## src/rtl/radar_seq_pkg.sv

```systemverilog
package radar_seq_pkg;
  localparam int NUM_PH = 4;
  localparam int NUM_SW = 2;

  typedef enum logic [1:0] {
    PH_ON   = 2'd0,
    PH_SW   = 2'd1,
    PH_LOOK = 2'd2,
    PH_IDLE = 2'd3
  } phase_e;

  localparam int ADDR_MODE     = 0;
  localparam int ADDR_LEN_BASE = 1;  // on, switch, look, idle follow in phase order
  localparam int ADDR_DLY      = 5;
endpackage

```

## src/rtl/radar_cfg_regs.sv

```systemverilog
module radar_cfg_regs
  import radar_seq_pkg::*;
#(
  parameter int AW    = 7,
  parameter int DW    = 32,
  parameter int LEN_W = 24,
  parameter int DLY_W = 16
) (
  input  logic             clk_i,
  input  logic             rst_ni,
  input  logic [AW-1:0]    addr_i,
  input  logic [DW-1:0]    data_i,
  input  logic             we_i,
  output logic             hold_o,
  output logic [LEN_W-1:0] len_o [NUM_PH],
  output logic [DLY_W-1:0] dly_o [NUM_SW]
);
  localparam logic [AW-1:0] A_MODE = AW'(ADDR_MODE);
  localparam logic [AW-1:0] A_DLY  = AW'(ADDR_DLY);
  localparam int            HI_LSB = DW / 2;

  always_ff @(posedge clk_i or negedge rst_ni) begin
    if (!rst_ni) begin
      hold_o <= 1'b1;
      for (int p = 0; p < NUM_PH; p++) len_o[p] <= '0;
      for (int s = 0; s < NUM_SW; s++) dly_o[s] <= '0;
    end else if (we_i) begin
      if (addr_i == A_MODE) hold_o <= data_i[0];
      for (int p = 0; p < NUM_PH; p++)
        if (addr_i == AW'(ADDR_LEN_BASE + p)) len_o[p] <= data_i[LEN_W-1:0];
      if (addr_i == A_DLY) begin
        dly_o[0] <= data_i[HI_LSB +: DLY_W];
        dly_o[1] <= data_i[0 +: DLY_W];
      end
    end
  end
endmodule

```

## src/rtl/radar_phase_ctrl.sv

```systemverilog
module radar_phase_ctrl
  import radar_seq_pkg::*;
#(
  parameter int LEN_W = 24
) (
  input  logic             clk_i,
  input  logic             rst_ni,
  input  logic             hold_i,
  input  logic [LEN_W-1:0] len_i [NUM_PH],
  output logic             run_o,
  output phase_e           phase_o,
  output logic             first_o
);
  logic [LEN_W-1:0] act_q [NUM_PH];
  logic [LEN_W-1:0] cnt_q;
  logic             last;

  assign last    = (cnt_q == act_q[phase_o]);
  assign first_o = (cnt_q == '0);

  always_ff @(posedge clk_i or negedge rst_ni) begin
    if (!rst_ni) begin
      run_o   <= 1'b0;
      phase_o <= PH_ON;
      cnt_q   <= '0;
      for (int p = 0; p < NUM_PH; p++) act_q[p] <= '0;
    end else if (hold_i) begin
      run_o   <= 1'b0;
      phase_o <= PH_ON;
      cnt_q   <= '0;
    end else if (!run_o) begin
      run_o   <= 1'b1;
      phase_o <= PH_ON;
      cnt_q   <= '0;
      act_q   <= len_i;
    end else if (last) begin
      cnt_q   <= '0;
      phase_o <= phase_e'(phase_o + 2'd1);
      if (phase_o == PH_IDLE) act_q <= len_i;  // staged lengths apply per period
    end else begin
      cnt_q <= cnt_q + LEN_W'(1);
    end
  end
endmodule

```

## src/rtl/radar_sw_delay.sv

```systemverilog
module radar_sw_delay #(
  parameter int DLY_W = 16
) (
  input  logic             clk_i,
  input  logic             rst_ni,
  input  logic             clr_i,
  input  logic [DLY_W-1:0] dly_i,
  input  logic             en_i,
  output logic             sw_o
);
  logic [DLY_W-1:0] dly_q, rcnt_q, fcnt_q;
  logic             rpend_q, fpend_q, en_q, sw_q;
  logic             rise, fall;

  assign rise = en_i & ~en_q;
  assign fall = ~en_i & en_q;
  assign sw_o = ~clr_i & ((dly_q == '0) ? en_i : sw_q);

  always_ff @(posedge clk_i or negedge rst_ni) begin
    if (!rst_ni) begin
      dly_q   <= '0;
      rcnt_q  <= '0;
      fcnt_q  <= '0;
      rpend_q <= 1'b0;
      fpend_q <= 1'b0;
      en_q    <= 1'b0;
      sw_q    <= 1'b0;
    end else if (clr_i) begin
      dly_q   <= dly_i;
      rpend_q <= 1'b0;
      fpend_q <= 1'b0;
      en_q    <= 1'b0;
      sw_q    <= 1'b0;
    end else begin
      en_q <= en_i;
      // one pending edge per direction; delay shorter than the period
      if (rise) begin
        if (dly_q == DLY_W'(1)) sw_q <= 1'b1;
        else if (dly_q > DLY_W'(1)) begin
          rpend_q <= 1'b1;
          rcnt_q  <= dly_q - DLY_W'(1);
        end
      end else if (rpend_q) begin
        if (rcnt_q == DLY_W'(1)) begin
          sw_q    <= 1'b1;
          rpend_q <= 1'b0;
        end else rcnt_q <= rcnt_q - DLY_W'(1);
      end
      if (fall) begin
        if (dly_q == DLY_W'(1)) sw_q <= 1'b0;
        else if (dly_q > DLY_W'(1)) begin
          fpend_q <= 1'b1;
          fcnt_q  <= dly_q - DLY_W'(1);
        end
      end else if (fpend_q) begin
        if (fcnt_q == DLY_W'(1)) begin
          sw_q    <= 1'b0;
          fpend_q <= 1'b0;
        end else fcnt_q <= fcnt_q - DLY_W'(1);
      end
    end
  end
endmodule

```

## src/rtl/radar_pulse_seq.sv

```systemverilog
module radar_pulse_seq
  import radar_seq_pkg::*;
#(
  parameter int AW    = 7,
  parameter int DW    = 32,
  parameter int LEN_W = 24,
  parameter int DLY_W = 16
) (
  input  logic          clk_i,
  input  logic          rst_ni,
  input  logic [AW-1:0] cfg_addr_i,
  input  logic [DW-1:0] cfg_data_i,
  input  logic          cfg_we_i,
  output logic          tx_en_o,
  output logic          rx_en_o,
  output logic          pulse_start_o,
  output logic          tx_sw_o,
  output logic          rx_sw_o
);
  logic             hold;
  logic [LEN_W-1:0] len   [NUM_PH];
  logic [DLY_W-1:0] dly   [NUM_SW];
  logic             seq_run, seq_first;
  phase_e           seq_phase;
  logic [NUM_SW-1:0] sw_en, sw_out;

  radar_cfg_regs #(.AW(AW), .DW(DW), .LEN_W(LEN_W), .DLY_W(DLY_W)) u_regs (
    .clk_i, .rst_ni, .addr_i(cfg_addr_i), .data_i(cfg_data_i), .we_i(cfg_we_i),
    .hold_o(hold), .len_o(len), .dly_o(dly)
  );

  radar_phase_ctrl #(.LEN_W(LEN_W)) u_ctrl (
    .clk_i, .rst_ni, .hold_i(hold), .len_i(len),
    .run_o(seq_run), .phase_o(seq_phase), .first_o(seq_first)
  );

  assign tx_en_o       = seq_run & (seq_phase == PH_ON);
  assign rx_en_o       = seq_run & (seq_phase == PH_LOOK);
  assign pulse_start_o = tx_en_o & seq_first;

  assign sw_en = {rx_en_o, tx_en_o};

  for (genvar s = 0; s < NUM_SW; s++) begin : g_sw
    radar_sw_delay #(.DLY_W(DLY_W)) u_dly (
      .clk_i, .rst_ni, .clr_i(~seq_run), .dly_i(dly[s]),
      .en_i(sw_en[s]), .sw_o(sw_out[s])
    );
  end

  assign tx_sw_o = sw_out[0];
  assign rx_sw_o = sw_out[1];
endmodule

```

## config.mk

```make
export PLATFORM = sky130hd
export DESIGN_NAME = radar_pulse_seq
export DESIGN_NICKNAME = d
export VERILOG_FILES = /design/src/rtl/radar_seq_pkg.sv /design/src/rtl/radar_cfg_regs.sv /design/src/rtl/radar_phase_ctrl.sv /design/src/rtl/radar_sw_delay.sv /design/src/rtl/radar_pulse_seq.sv
export SDC_FILE = /design/constraint.sdc
export NUM_CORES = 1
export LEC_CHECK = 0
export ABC_AREA = 1
export BUFFER_PORTS_ARGS = -buffer_cell sky130_fd_sc_hd__clkbuf_2
export CORE_ASPECT_RATIO = 0.5
export CORE_MARGIN = 2
export CORE_UTILIZATION = 63
export DETAILED_ROUTE_END_ITERATION = 8
export PLACE_DENSITY = 0.8
export RECOVER_POWER = 50
export SYNTH_ARGS = -nofsm -noshare
export SYNTH_HDL_FRONTEND = slang
export SYNTH_HIERARCHICAL = 1
export SYNTH_SLANG_ARGS = --single-unit
```

## constraint.sdc

```tcl
create_clock -name clk_i -period 2.95 [get_ports clk_i]
set_input_delay 0.1475 -clock clk_i [delete_from_list [all_inputs] [get_ports clk_i]]
set_output_delay 0.1475 -clock clk_i [all_outputs]
set_load 0.1 [all_outputs]
```

==> metrics.cfg <==
[drt]
top_layer_used=met4
drc=0
num_vias=17900
met3_length_microns=5980
wl_met1_microns=23700
viasPerCell=5.69
ant_nets=0
drtPass1Iterations=7
drtIter0Drc=2480
avgRoutedWirePerCell_microns=16.8
wl_met2_microns=22000
drt_wl_total_microns=52900

[critical_path]
cpPeakStageDelay_ps=470
startpoint_type=register
worst_setup_path_end_kind=primary output
arrival_ps=2670
required_ps=2800
crit_buf_inv=2
path_common_cell=nor4_1
path_delay_family=simple AND/OR/NAND/NOR gates
cp_max_fo=6
critical_path_class=register to primary output
cp_slowest_cell=dfrtp_1
crit_chain=nor4_1 -> nand2_1 -> nor4_1 -> inv_1 -> nor2_2 -> buf_2

[timing]
drv_slew=184
max_freq_mhz=354
finClkSkew_ps=21.8
final_hold_viol_count=0
worst_pin_slew_ps=1690
rsz0062_at_grt=false
finalCriticalPeriod_ps=2820
hold_slack_ps=158
post-route-period-util_pct=95.7
slew_headroom_pct=-12.6
setup_tns_ps=0
setup_viol=0

[place]
place_hpwl_microns=35400
numPortBuffers=46
globalplace.congestion=0.924
dp_cells=3051

[synth]
synth_area_leader_cell=dfrtp_1
syn_area_per_cell_sq_um=7.17
yosys.area.top_type_share_pct=46.0
synth_ff_type=dfrtp_1
yosysUniqueCellTypes=38
syn_nets=2752
synth_common_cells=nand2_1 (1118), nand3_1 (503), dfrtp_1 (355), nor2_1 (191), inv_1 (155)
ys_warn_count=6
yosysSeqAreaShare_pct=46.2
synth-seq-cells=356
netlist_top_cells_area=dfrtp_1 (46%), nand2_1 (22%), nand3_1 (13%), nor2_1 (3.7%), inv_1 (3.0%)
synth_edf_count=0
synthArstFlopShare_pct=100
synth.most_common_cell=nand2_1
syn-instance-count=2693
syn_area_sq_mm=0.0193

[run]
maxCapViolations=2

[clock_network]
ctsLongestPathBuffers=3
clk_latency_ps=590
h-tree-depth=1
cts-root-buf=clkbuf_16
postCtsSetupBuffers=0
clock-sinks=356
cts_tree=done
clk_pin_slew_ps=70
numCtsBuffers=31

[layout]
filler_cell_count=2397
area_growth_pct=9.80
final_nets=2783
diodes=0
instances_no_fill=3147
drive_gt1_share_pct=7.06

[pwr]
p_sw_share_pct=43.2
p_per_area_mw_per_mm2=896
power_uw=19000
pwr-share-comb_pct=41.6
power_leakage_uw=0.0114
ir_drop_v=0.000686
cellInternalPower_uw=10800
seqPwrFrac_pct=34.6
p_sw_uw=8210
p_clk_share_pct=23.8

[die]
dieArea_sq_mm=0.0321
rows=45
core_area_sq_mm=0.0302
pin_count=47
chipWidth_microns=252
start_util_pct=63.8
fp.dieH_microns=128

[global_route]
grt_overflow=0
antenna_found_initial=0
grt_pass1_wl_microns=86900
grt_pass1_vias=16500
grt_max_degree=116
grt_usage_pct=33.6

[outcome]
status=complete, but fails checks
violations=max-capacitance violations, max-slew violations

[min_path]
holdCritPathClass=input port to register

-- placed cells by master, fill, tap and decap left out, types with 9 or more instances in the layout --
cell           netlist  layout
dfrtp_1            355     355
dlygate4sd3_1        0      39
nand3b_1            14      14
nor2_2              17      17
xnor2_1             10      10
nand2_1           1118    1117
nor3_1              10      10
buf_4                4      30
inv_1              155     155
o21ai_0             74      74
inv_2                9       9
nand4_1             11      11
nor2_1             191     189
xor2_1              22      22
clkbuf_16            0      31
clkbuf_2             0      44
clkbuf_1            46       9
ha_1                17      17
nand3_1            503     503
-- registers in the layout, summed over array words and instances (netlist names) --
| register | count |
|---|---|
| u_ctrl/cnt_q | 24 |
| g_sw.u_dly/rcnt_q | 32 |
| g_sw.u_dly/fpend_q | 2 |
| g_sw.u_dly/en_q | 2 |
| g_sw.u_dly/sw_q | 2 |
| u_regs/dly_o | 32 |
| g_sw.u_dly/dly_q | 32 |
| g_sw.u_dly/fcnt_q | 32 |
| u_regs/hold_o | 1 |
| u_ctrl/act_q | 96 |
| u_ctrl/phase_o | 2 |
| u_regs/len_o | 96 |
| u_ctrl/run_o | 1 |
| g_sw.u_dly/rpend_q | 2 |
-- worst min-delay path, delay by kind of cell --
kind | cells | cell delay, ps
buffers and inverters | 2 | 160
AND/OR/NAND/NOR | 4 | 400
-- worst paths after layout --
kind                                   startpoint                      end  slack [ps]  depth (start not counted)
worst max-delay path             u_ctrl/cnt_q[19]            pulse_start_o         130                          6
worst min-delay path                cfg_addr_i[2]         u_regs/len_o[87]         160                          6
worst max register to register  u_ctrl/phase_o[1]          u_ctrl/act_q[9]         470                         14
worst min register to register    u_regs/dly_o[5]          u_regs/dly_o[5]         470                          2
max in group asynchronous                  rst_ni  g_sw[0].u_dly/rcnt_q[2]         950                          3
min in group asynchronous                  rst_ni         u_ctrl/act_q[53]         780                          3
-- stage by stage --
stage | cell area [sq um] | util (%) | worst slack (ps)
5_1_grt | 21200 | 70.1 | 27.6
4_1_cts | 21300 | 70.3 | 123
3_3_place_gp | 19800 | 65.4 | 616
2_1_floorplan | 19300 | - | 324
6_report | 21200 | 70.1 | 128
3_5_place_dp | 19800 | 65.4 | 537
-- layout make-up --
type / count / area (sq um) / share of cell area [%]
multi-input combinational: 2045 / 9090 / 42.9
clock inverter: 15 / 236 / 1.12
tap: 399 / 499 / 2.36
sequential: 356 / 8910 / 42.0
inverter: 166 / 626 / 2.95
clock buffer: 42 / 877 / 4.14
timing repair buffer: 124 / 951 / 4.49
-- power groups by stage --
stage | clock, uW | sequential, uW | combinational (uW)
6_report | 4520 | 6580 | 7900
5_1_grt | 4740 | 6690 | 9000
4_1_cts | 4560 | 6550 | 7820
3_5_place_dp | 0 | 6620 | 7730
2_1_floorplan | 0 | 6370 | 6290
3_3_place_gp | 0 | 6620 | 7550
-- layer usage --
metal | track usage (%) | vias to the layer above
met3 | 7.88 | 121
met1 | 52.1 | 8293
met4 | 8.05 | 0
li1 | - | 8610
met5 | 0 | -
met2 | 47.6 | 888
-- kinds of logic (layout without fill, tap and decap cells) --
| logic type | after synthesis | count (layout) | synth area share, % |
|---|---|---|---|
| simple gates | 1898 | 1898 | 41.7 |
| flops | 356 | 356 | 46.2 |
| buf+inv | 292 | 347 | 6.91 |
| compound gates | 98 | 98 | 2.70 |
| xor+xnor | 32 | 32 | 1.45 |
| fa+ha+maj | 17 | 17 | 1.10 |
-- what timing repair did --
item                                    4_1_cts  5_1_grt
hold endpoints to repair                    482        0
resized for setup                             0        1
hold buffers                                 39        0
endpoints found under the setup margin        0        1
(Power assumes the default switching activity.)
